### src/rtl/sbsram_pkg.sv
package sbsram_pkg;

    typedef enum logic [1:0] {
        ST_IDLE    = 2'd0,
        ST_WRITE   = 2'd1,
        ST_RD_LEAD = 2'd2,
        ST_RD_BEAT = 2'd3
    } ctl_state_e;

endpackage

### src/rtl/sbsram_addr_cnt.sv
module sbsram_addr_cnt #(
    parameter int CNT_W = 8
) (
    input  logic             clk,
    input  logic             rst,
    input  logic             load,
    input  logic [CNT_W-1:0] load_val,
    input  logic             inc,
    output logic [CNT_W-1:0] cnt,
    output logic             at_last
);

    localparam logic [CNT_W-1:0] LAST = {CNT_W{1'b1}};

    always_ff @(posedge clk) begin
        if (rst) begin
            cnt <= '0;
        end else if (load) begin
            cnt <= load_val;
        end else if (inc) begin
            cnt <= cnt + 1'b1;
        end
    end

    assign at_last = (cnt == LAST);

endmodule

### src/rtl/sbsram_fsm.sv
module sbsram_fsm
    import sbsram_pkg::*;
(
    input  logic       clk,
    input  logic       rst,
    input  logic       start,
    input  logic       wr,
    input  logic       blast_n,
    input  logic       at_last,
    output ctl_state_e state,
    output logic       load,
    output logic       inc
);

    ctl_state_e state_nx;
    logic       beat_end;

    // A beat finishes the cycle on the master's last beat or at the counter end.
    assign beat_end = !blast_n || at_last;

    always_ff @(posedge clk) begin
        if (rst) begin
            state <= ST_IDLE;
        end else begin
            state <= state_nx;
        end
    end

    always_comb begin
        state_nx = state;
        load     = 1'b0;
        inc      = 1'b0;
        unique case (state)
            ST_IDLE: begin
                if (start) begin
                    load     = 1'b1;
                    state_nx = wr ? ST_WRITE : ST_RD_LEAD;
                end
            end
            ST_WRITE: begin
                if (beat_end) begin
                    state_nx = ST_IDLE;
                end else begin
                    inc = 1'b1;
                end
            end
            ST_RD_LEAD: begin
                state_nx = ST_RD_BEAT;
            end
            ST_RD_BEAT: begin
                if (beat_end) begin
                    state_nx = ST_IDLE;
                end else begin
                    inc = 1'b1;
                end
            end
            default: state_nx = ST_IDLE;
        endcase
    end

endmodule

### src/rtl/sbsram_strobes.sv
module sbsram_strobes
    import sbsram_pkg::*;
#(
    parameter int LANES = 4,
    parameter int CNT_W = 8
) (
    input  ctl_state_e       state,
    input  logic [CNT_W-1:0] cnt,
    input  logic             at_last,
    input  logic [LANES-1:0] be_n,
    output logic [CNT_W-1:0] ma,
    output logic             cs_n,
    output logic             oe_n,
    output logic [LANES-1:0] bw_n,
    output logic             ready_n,
    output logic             bterm_n
);

    logic wr_beat;

    always_comb begin
        ma      = cnt;
        cs_n    = 1'b1;
        oe_n    = 1'b1;
        ready_n = 1'b1;
        bterm_n = 1'b1;
        wr_beat = 1'b0;
        unique case (state)
            ST_IDLE: begin
                ma = cnt;
            end
            ST_WRITE: begin
                cs_n    = 1'b0;
                ready_n = 1'b0;
                wr_beat = 1'b1;
                bterm_n = !at_last;
            end
            ST_RD_LEAD: begin
                cs_n = 1'b0;
                oe_n = 1'b0;
            end
            ST_RD_BEAT: begin
                // data for cnt is on the bus; issue the following address
                ma      = cnt + 1'b1;
                cs_n    = 1'b0;
                oe_n    = 1'b0;
                ready_n = 1'b0;
                bterm_n = !at_last;
            end
            default: ma = cnt;
        endcase
    end

    for (genvar l = 0; l < LANES; l++) begin : g_lane
        assign bw_n[l] = wr_beat ? be_n[l] : 1'b1;
    end

endmodule

### src/rtl/sbsram_ctrl.sv
module sbsram_ctrl
    import sbsram_pkg::*;
#(
    parameter int LANES = 4,
    parameter int CNT_W = 8
) (
    input  logic             clk,
    input  logic             rst,
    input  logic             mux_mode,
    input  logic             ads_n,
    input  logic             wr,
    input  logic             blast_n,
    input  logic             sel_hit,
    input  logic [CNT_W-1:0] la_word,
    input  logic [CNT_W-1:0] lad_word,
    input  logic [LANES-1:0] be_n,
    output logic [CNT_W-1:0] ma,
    output logic             sram_cs_n,
    output logic             sram_oe_n,
    output logic [LANES-1:0] sram_bw_n,
    output logic             ready_n,
    output logic             bterm_n
);

    ctl_state_e       state;
    logic             start;
    logic             load;
    logic             inc;
    logic             at_last;
    logic [CNT_W-1:0] cnt;
    logic [CNT_W-1:0] start_addr;

    assign start      = !ads_n && sel_hit;
    assign start_addr = mux_mode ? lad_word : la_word;

    sbsram_addr_cnt #(.CNT_W(CNT_W)) u_cnt (
        .clk      (clk),
        .rst      (rst),
        .load     (load),
        .load_val (start_addr),
        .inc      (inc),
        .cnt      (cnt),
        .at_last  (at_last)
    );

    sbsram_fsm u_fsm (
        .clk     (clk),
        .rst     (rst),
        .start   (start),
        .wr      (wr),
        .blast_n (blast_n),
        .at_last (at_last),
        .state   (state),
        .load    (load),
        .inc     (inc)
    );

    sbsram_strobes #(.LANES(LANES), .CNT_W(CNT_W)) u_out (
        .state   (state),
        .cnt     (cnt),
        .at_last (at_last),
        .be_n    (be_n),
        .ma      (ma),
        .cs_n    (sram_cs_n),
        .oe_n    (sram_oe_n),
        .bw_n    (sram_bw_n),
        .ready_n (ready_n),
        .bterm_n (bterm_n)
    );

endmodule

### config.mk
export PLATFORM = sky130hd
export DESIGN_NAME = sbsram_ctrl
export DESIGN_NICKNAME = d
export VERILOG_FILES = /design/src/rtl/sbsram_pkg.sv /design/src/rtl/sbsram_addr_cnt.sv /design/src/rtl/sbsram_fsm.sv /design/src/rtl/sbsram_strobes.sv /design/src/rtl/sbsram_ctrl.sv
export SDC_FILE = /design/constraint.sdc
export NUM_CORES = 1
export LEC_CHECK = 0
export CORE_UTILIZATION = 36
export DETAILED_ROUTE_END_ITERATION = 8
export PLACE_DENSITY = 0.76
export SLEW_MARGIN = 5
export SYNTH_ARGS = -nofsm -noshare
export SYNTH_HDL_FRONTEND = slang
export SYNTH_HIERARCHICAL = 1
export SYNTH_SLANG_ARGS = --single-unit
### constraint.sdc
create_clock -name clk -period 1.8 [get_ports clk]
set_input_delay 0.18 -clock clk [delete_from_list [all_inputs] [get_ports clk]]
set_output_delay 0.18 -clock clk [all_outputs]
set_load 0.02 [all_outputs]
; ---- After elaboration in Yosys (flattened, before gate mapping)
; Index checks and enable logic that the tools add are counted.
[word_totals]
reg_bits = 10
elab_cells = 41
in_bits = 27
[classes]
n_reduce_logical = 11
n_eq_ne = 6
n_addsub = 1
n_mux = 21
[ops]
columns = cell, n
row1 = $mux 8, 4
row2 = $mux 1, 13
row3 = $add 8x1->8 const B, 1
row4 = $eq 8x8->1 const B, 1
row5 = $mux 2, 3
row6 = $pmux 2 s3, 1
row7 = $eq 2x2->1 const B, 2
row8 = $reduce_or 2->1, 2
row9 = $logic_not 1->1, 3
row10 = $reduce_or 3->1, 1
row11 = $eq 2x1->1 const B, 1
row12 = $logic_not 2->1, 1
row13 = $ne 2x1->1 const B, 1
row14 = $ne 2x2->1 const B, 1
row15 = $reduce_and 2->1, 1
row16 = $reduce_bool 2->1, 1
row17 = $logic_and 1x1->1, 1
row18 = $logic_or 1x1->1, 1

; ---- Longest topological paths before layout
; Gate-level depths: netlist of the first run.
[logic_depth]
depth_word = 6
ltp_mapped = 8

; ---- By module
; Netlist of the first run, hierarchy kept.
[modules_own_cells]
columns = mod, cells_per_inst, area_per_inst_um2, n_inst
row1 = sbsram_addr_cnt, 54, 451.7, 1
row2 = sbsram_strobes, 28, 191.4, 1
row3 = sbsram_ctrl, 10, 137.6, 1
row4 = sbsram_fsm, 11, 101.3, 1

; ---- Least setup slack after synthesis of the first run
; Ideal clock, no wire load.
[synth_timing]
kind = reg2reg
from = register u_cnt.cnt[0]
to = register u_cnt.cnt[7]
stages_incl_launch_ff = 9
t_arrival_ns = 1.845
required_ns = 1.721
path_slack_ns = -0.124
path_buffers = 1
setup_time_ns = 0.079
cell_sequence = dfxtp_1 -> ha_1 -> nand3_1 -> nor2_1 -> and3b_1 -> buf_6 -> nor3b_1 -> or4b_1 -> o211ai_1
[synth_via]
elab_chain_len = 5
[synth_lines]
columns = element, line
row1 = start: declaration, sbsram_addr_cnt.sv:9  ; output logic [CNT_W-1:0] cnt,
row2 = start signal: assignment, sbsram_addr_cnt.sv:19  ; cnt <= load_val;
row3 = start signal: assignment, sbsram_addr_cnt.sv:21  ; cnt <= cnt + 1'b1;
row4 = $eq 8x8->1, sbsram_addr_cnt.sv:25  ; assign at_last = (cnt == LAST);
row5 = named net at_last, sbsram_ctrl.sv:29  ; logic at_last;
row6 = $logic_or 1x1->1, sbsram_fsm.sv:19  ; assign beat_end = !blast_n || at_last;
row7 = $mux 1, "sbsram_fsm.sv:41, sbsram_fsm.sv:51"
row8 = $mux 1, --
row9 = named net inc, sbsram_ctrl.sv:28  ; logic inc;
row10 = $reduce_bool 2->1 (no line), --
; The timed path passes the listed nets, and every way through them passes these cells. The select of a mux whose other input is x is not followed.
; A chain may end at the register's enable or synchronous reset.

; ---- Worst setup path in the final report of the first run
[layout_timing]
from = register u_cnt.cnt[0]
to = register u_cnt.cnt[5]
; Same word-level chain as after synthesis.

==> results of run 1 <==
## state kept, by name, summed over array words and instances (netlist names)
| signal | flops |
|---|---|
| u_fsm/state | 2 |
| u_cnt/cnt | 8 |
## power by group through the flow
stage	combinational, mW	sequential, mW	clock (mW)
after floorplan	0.139	0.276	0
after global placement	0.298	0.271	0
after detailed placement	0.305	0.273	0
after CTS	0.297	0.268	0.156
after global routing	0.324	0.273	0.167
final	0.299	0.270	0.150
## layout make-up
class,count,area share
clock buffer,3,0.0150
timing repair buffer,61,0.360
tap,28,0.0233
multi-input combinational,86,0.457
sequential,10,0.138
inverter,3,0.00750
## final timing paths
path | start | end | slack (ns) | cells after the start
max reg2reg | u_cnt/cnt[0]$_SDFFE_PP0P_ | u_cnt/cnt[5]$_SDFFE_PP0P_ | 0.01 | 7
max | u_cnt/cnt[0]$_SDFFE_PP0P_ | u_cnt/cnt[5]$_SDFFE_PP0P_ | 0.01 | 7
min reg2reg | u_cnt/cnt[6]$_SDFFE_PP0P_ | u_cnt/cnt[6]$_SDFFE_PP0P_ | 0.56 | 2
min | blast_n | u_fsm/state[1]$_SDFFE_PP0P_ | 0.55 | 3
## worst max-delay path, delay by kind of cell (launching register included)
family	cells	cell delay, ns
AOI/OAI and AO/OA	1	0.28
DFF	1	0.37
adders and majority gates	1	0.16
and+or+nand+nor	5	0.87
## layer usage
metal / up-vias / GRT usage
met1: 451 / 0.219
met2: 52 / 0.351
met5: - / 0
li1: 497 / -
met3: 6 / 0.0351
met4: 0 / 0.0811
## metrics by stage
step / worst slack [ns] / util / cells
floorplan: 0.0134 / - / 103
global placement: -0.0434 / 0.643 / 187
detailed placement: -0.170 / 0.643 / 187
CTS: 0.000265 / 0.655 / 191
global route: -0.0640 / 0.666 / 191
finish: 0.0125 / 0.666 / 191
## cells by family after synthesis
logic type | share of synthesized area
and+or+nand+nor | 0.298
AOI/OAI and AO/OA | 0.128
xor gates and xnor gates | 0.109
muxes | 0.162
DFF | 0.227
buffers and inverters | 0.0482
adders and majority gates | 0.0284
## what timing repair did
| item | 4_1_cts | 5_1_grt |
|---|---|---|
| gates resized for setup | 20 | 11 |
| setup endpoints to repair | 15 | 11 |
| pin swaps | 1 | 3 |
| setup buffers | 1 | 0 |
## Yosys cell counts (all sizes together) (2+ instances only)
| cell | number | share of area |
|---|---|---|
| o21ai | 2 | 0.011 |
| or3 | 6 | 0.043 |
| nand2 | 10 | 0.043 |
| nand3 | 5 | 0.034 |
| a21oi | 5 | 0.028 |
| nor3b | 3 | 0.026 |
| o21bai | 2 | 0.017 |
| nand4 | 5 | 0.043 |
| o211ai | 2 | 0.017 |
| xor2 | 7 | 0.070 |
| buf | 3 | 0.031 |
| ha | 2 | 0.028 |
| a211oi | 3 | 0.026 |
| nor2b | 2 | 0.014 |
| nor2 | 9 | 0.038 |
| dfxtp | 10 | 0.23 |
| xnor2 | 4 | 0.040 |
| mux2 | 10 | 0.16 |
| inv | 3 | 0.013 |
==> flow_metrics.py, run 1 <==
metrics = {
    "power_and_ir_drop": {
        "swShare": 0.320,
        "leakagePower_nw": 0.624,
        "fin_total_pwr_mw": 0.719,
        "ir_drop_uv": 271,
        "power_switching_mw": 0.230,
        "p_comb_frac": 0.416,
        "seq_power_share": 0.376,
        "internal_power_mw": 0.489,
        "p_clk_frac": 0.208,
        "power.density_mw_per_mm2": 479,
    },
    "placement": {
        "io_buffer_count": 42,
        "place_hpwl_mm": 1.86,
        "placed_area_mm2": 0.00145,
        "gp_congestion": 0.777,
    },
    "layout": {
        "multi_input_comb_area_um2": 686,
        "layout_commonest_cell": "clkdlybuf4s50_1",
        "fill_cells": 194,
        "layout.area.seq_um2": 206,
        "fin_nets": 194,
        "layout_common_cells": "clkdlybuf4s50_1, buf_4, dlygate4sd2_1, nand2_1, mux2_4",
        "diodes": 0,
        "final_area_mm2": 0.00150,
        "area_delta_synth_final_pct": 70.2,
        "final_layout_size_suffix_gt1_frac": 0.301,
    },
    "die": {
        "die-area_mm2": 0.00265,
        "io_pins": 43,
        "start_util": 0.391,
        "coreArea_mm2": 0.00225,
        "rows": 17,
        "die_h_um": 51.5,
        "die_w_um": 51.5,
    },
    "setup_path": {
        "critical_path.max_stage_delay_ns": 0.37,
        "worstSetupEndpointType": "flop",
        "crit_arrival_ns": 1.94,
        "path_class": "flop to flop",
        "critPathLaunchType": "flop",
        "crit_chain": "ha_4 > nand3_2 > nor2_2 > and3b_2 > nand4_2 > or3_1 > a311oi_2",
        "worst_path_max_delay_cell": "dfxtp_4",
        "path_max_fanout": 5,
        "required_ns": 1.95,
    },
    "timing": {
        "setup_violations": 0,
        "slew_headroom": 0.745,
        "period_needed_ns": 1.79,
        "hold_violations": 0,
        "clock_skew_ns": 0.00322,
        "holdWs_ns": 0.552,
        "finalCritPeriodShare": 0.993,
        "maxSlewViolCount": 0,
        "fin_setup_tns_ns": 0,
        "worstMarginPinSlew_ns": 0.381,
        "max_freq_ghz": 0.559,
        "rsz0062_at_grt": "true",
    },
    "yosys": {
        "ys_ff_latch": 10,
        "synth_edf_count": 0,
        "ys_warn_count": 6,
        "synth_fp_nets": 132,
        "synthArstFlopShare": 0,
        "ys.flop_type": "dfxtp_1",
        "seq_area_frac_synth": 0.227,
        "avgSynthCellArea_um2": 8.56,
        "ys_types": 34,
        "synth_area_um2": 882,
        "syn_inst": 103,
    },
    "global_route": {
        "grt_pass1_wl_mm": 3.86,
        "antenna_found_initial": 0,
        "grt_remaining_overflow": 0,
        "grt_max_degree": 13,
        "grt_pass1_vias": 926,
        "grt_use_total": 0.193,
    },
    "drt": {
        "post_drt_wl_per_cell_um": 12.1,
        "met2_length_mm": 1.18,
        "vias": 1006,
        "antenna_left": 0,
        "viasPerCell": 5.27,
        "firstDrtPassIters": 5,
        "drc": 0,
        "wl_met3_um": 167,
        "drt_iter0_markers": 19,
        "maxUsedRoutingLayer": "met4",
        "met1Wirelength_um": 942,
        "wl_mm": 2.32,
    },
    "clock_network": {
        "cts_tree": "done",
        "hold_buffers": 0,
        "worst_skew_pair.late_latency_ns": 0.26,
        "clk_path_buf_depth": 2,
        "htree_levels": 1,
        "clkTransAtPathRegs_ns": 0.06,
        "clock-sinks": 10,
        "ctsRootBufferMaster": "clkbuf_4",
        "numCtsBuffers": 3,
    },
    "flow_run": {
        "cap_viol_max_count": 0,
    },
    "status": {
        "outcome": "completed",
    },
    "hold_path": {
        "min_path_type": "input pin to flop",
    },
}
Power figures use the tool's default switching activity.
==> run 2: changes to the inputs <==
- CAP_MARGIN: unset -> 40
- CORE_UTILIZATION: 36 -> 37
- CTS_BUF_LIST: unset -> sky130_fd_sc_hd__clkbuf_2 sky130_fd_sc_hd__clkbuf_4 sky130_fd_sc_hd__clkbuf_8
- CTS_CLUSTER_DIAMETER: unset -> 200
- PLACE_DENSITY: 0.76 -> 0.78
==> flow_metrics.py, run 2 (synthesized netlist as in run 1, its figures left out) <==
metrics = {
    "hold_path": {
        "min_path_cells": 3,
        "min_path_type": "input pin to flop",
    },
    "die": {
        "die-area_mm2": 0.00258,
        "start_util": 0.395,
        "die_w_um": 50.8,
        "coreArea_mm2": 0.00223,
        "die_h_um": 50.8,
        "rows": 17,
        "io_pins": 43,
    },
    "global_route": {
        "grt_remaining_overflow": 0,
        "grt_use_total": 0.203,
        "grt_pass1_wl_mm": 4.03,
        "antenna_found_initial": 0,
        "grt_pass1_vias": 978,
        "grt_max_degree": 13,
    },
    "timing": {
        "finalCritPeriodShare": 1.03,
        "setup_violations": 3,
        "clock_skew_ns": 0.0138,
        "max_freq_ghz": 0.541,
        "maxSlewViolCount": 0,
        "holdWs_ns": 0.530,
        "worstMarginPinSlew_ns": 0.347,
        "period_needed_ns": 1.85,
        "fin_setup_tns_ns": -0.0579,
        "hold_violations": 0,
        "fin_ws_ns": -0.0481,
        "rsz0062_at_grt": "true",
        "slew_headroom": 0.769,
    },
    "clock_network": {
        "htree_levels": 1,
        "hold_buffers": 0,
        "ctsRootBufferMaster": "clkbuf_4",
        "clock-sinks": 10,
        "cts_tree": "done",
        "worst_skew_pair.late_latency_ns": 0.26,
        "clkTransAtPathRegs_ns": 0.08,
        "numCtsBuffers": 3,
        "clk_path_buf_depth": 2,
    },
    "setup_path": {
        "r2r-start": "u_cnt/cnt[1]$_SDFFE_PP0P_",
        "path_max_fanout": 5,
        "path_class": "flop to flop",
        "crit_arrival_ns": 2.02,
        "regToRegEndpoint": "u_cnt/cnt[5]$_SDFFE_PP0P_",
        "worstSetupEndpointType": "flop",
        "rr_worst_depth": 7,
        "crit_path_end": "u_cnt/cnt[5]$_SDFFE_PP0P_",
        "crit_start": "u_cnt/cnt[1]$_SDFFE_PP0P_",
        "required_ns": 1.97,
        "critPathLaunchType": "flop",
        "rrSetupSlack_ns": -0.05,
    },
    "layout": {
        "area_delta_synth_final_pct": 74.0,
        "fin_nets": 196,
        "reg.largest.list": "u_cnt/cnt (8), u_fsm/state (2)",
        "final_util": 0.687,
        "largest_reg_flops": 8,
        "regMostFlops": "u_cnt/cnt",
        "fill_cells": 177,
        "layout_common_cells": "clkdlybuf4s50_1, buf_4, nand2_1",
        "diodes": 0,
        "final_layout_size_suffix_gt1_frac": 0.361,
        "layout_commonest_cell": "clkdlybuf4s50_1",
    },
    "power_and_ir_drop": {
        "fin_total_pwr_mw": 0.780,
        "power.density_mw_per_mm2": 508,
        "leakagePower_nw": 0.643,
        "ir_drop_uv": 350,
    },
    "placement": {
        "gp_congestion": 0.737,
        "io_buffer_count": 42,
        "place_hpwl_mm": 1.96,
    },
    "drt": {
        "vias": 1013,
        "wl_mm": 2.52,
        "antenna_left": 0,
        "firstDrtPassIters": 4,
        "drc": 0,
        "drt_iter0_markers": 11,
        "viasPerCell": 5.22,
        "post_drt_wl_per_cell_um": 13.0,
    },
    "status": {
        "outcome": "finished, violations left",
        "violations": "setup timing",
    },
    "flow_run": {
        "cap_viol_max_count": 0,
    },
}
-- run 2: cell count changes in the layout (fill, tap and decap cells not counted), sizes merged --
| cell | previous run | this run |
|---|---|---|
| clkdlybuf4s15 | 1 | 0 |
| buf | 21 | 22 |
| dlygate4sd2 | 10 | 8 |
| clkbuf | 3 | 8 |
-- run 2: cell type report --
type,count,area [um2],share of cell area
multi-input cells,86,693,0.452
repair buffers,63,546,0.355
flip-flops and latches,10,214,0.139
clock buffers,4,36.3,0.0236
well taps,28,35.0,0.0228
inverters,3,11.3,0.00733
-- run 2: layer usage --
metal  part of all wire  GRT usage  vias up
li1                   -          -      504
met1               0.40      0.211      452
met2               0.53      0.424       53
met3              0.061     0.0208        4
met4              0.013     0.0417        0
met5                  0          0        -
-- run 2: worst max-delay path, cell delays in order, from the launching register on --
cell      delay (ns)
dfxtp_4         0.37
ha_4            0.17
nand3_2         0.09
nor2_2          0.05
and3b_2         0.31
nand4_4         0.09
or3_4           0.37
a311oi_2        0.29
-- run 2: what timing repair did --
item | 4_1_cts | 5_1_grt
resized for setup | 20 | 23
pin swaps | 1 | 4
buffers inserted | 1 | 3
setup endpoints to repair | 19 | 13
-- run 2: report_power, final --
| group | internal [mW] | total [mW] | switching (mW) |
|---|---|---|---|
| logic | 0.173 | 0.307 | 0.134 |
| registers | 0.242 | 0.270 | 0.0286 |
| clock network | 0.123 | 0.202 | 0.0799 |
-- run 2: worst min path at each step --
stage | start | end | slack, ns
detailed placement | u_cnt/cnt[6]$_SDFFE_PP0P_ | u_cnt/cnt[6]$_SDFFE_PP0P_ | 0.57
floorplan | rst | u_fsm/state[1]$_SDFFE_PP0P_ | 0.25
CTS | blast_n | u_fsm/state[1]$_SDFFE_PP0P_ | 0.53
finish | blast_n | u_fsm/state[1]$_SDFFE_PP0P_ | 0.53
global placement | u_cnt/cnt[6]$_SDFFE_PP0P_ | u_cnt/cnt[6]$_SDFFE_PP0P_ | 0.55
global route | blast_n | u_fsm/state[1]$_SDFFE_PP0P_ | 0.55
-- run 2: stage by stage --
step / cells / setup slack (ns) / instance area, um2
global placement: 186 / -0.00457 / 1440
finish: 194 / -0.0481 / 1540
detailed placement: 186 / -0.138 / 1440
global route: 194 / -0.104 / 1540
floorplan: 103 / 0.0134 / 891
CTS: 191 / 0.0101 / 1480
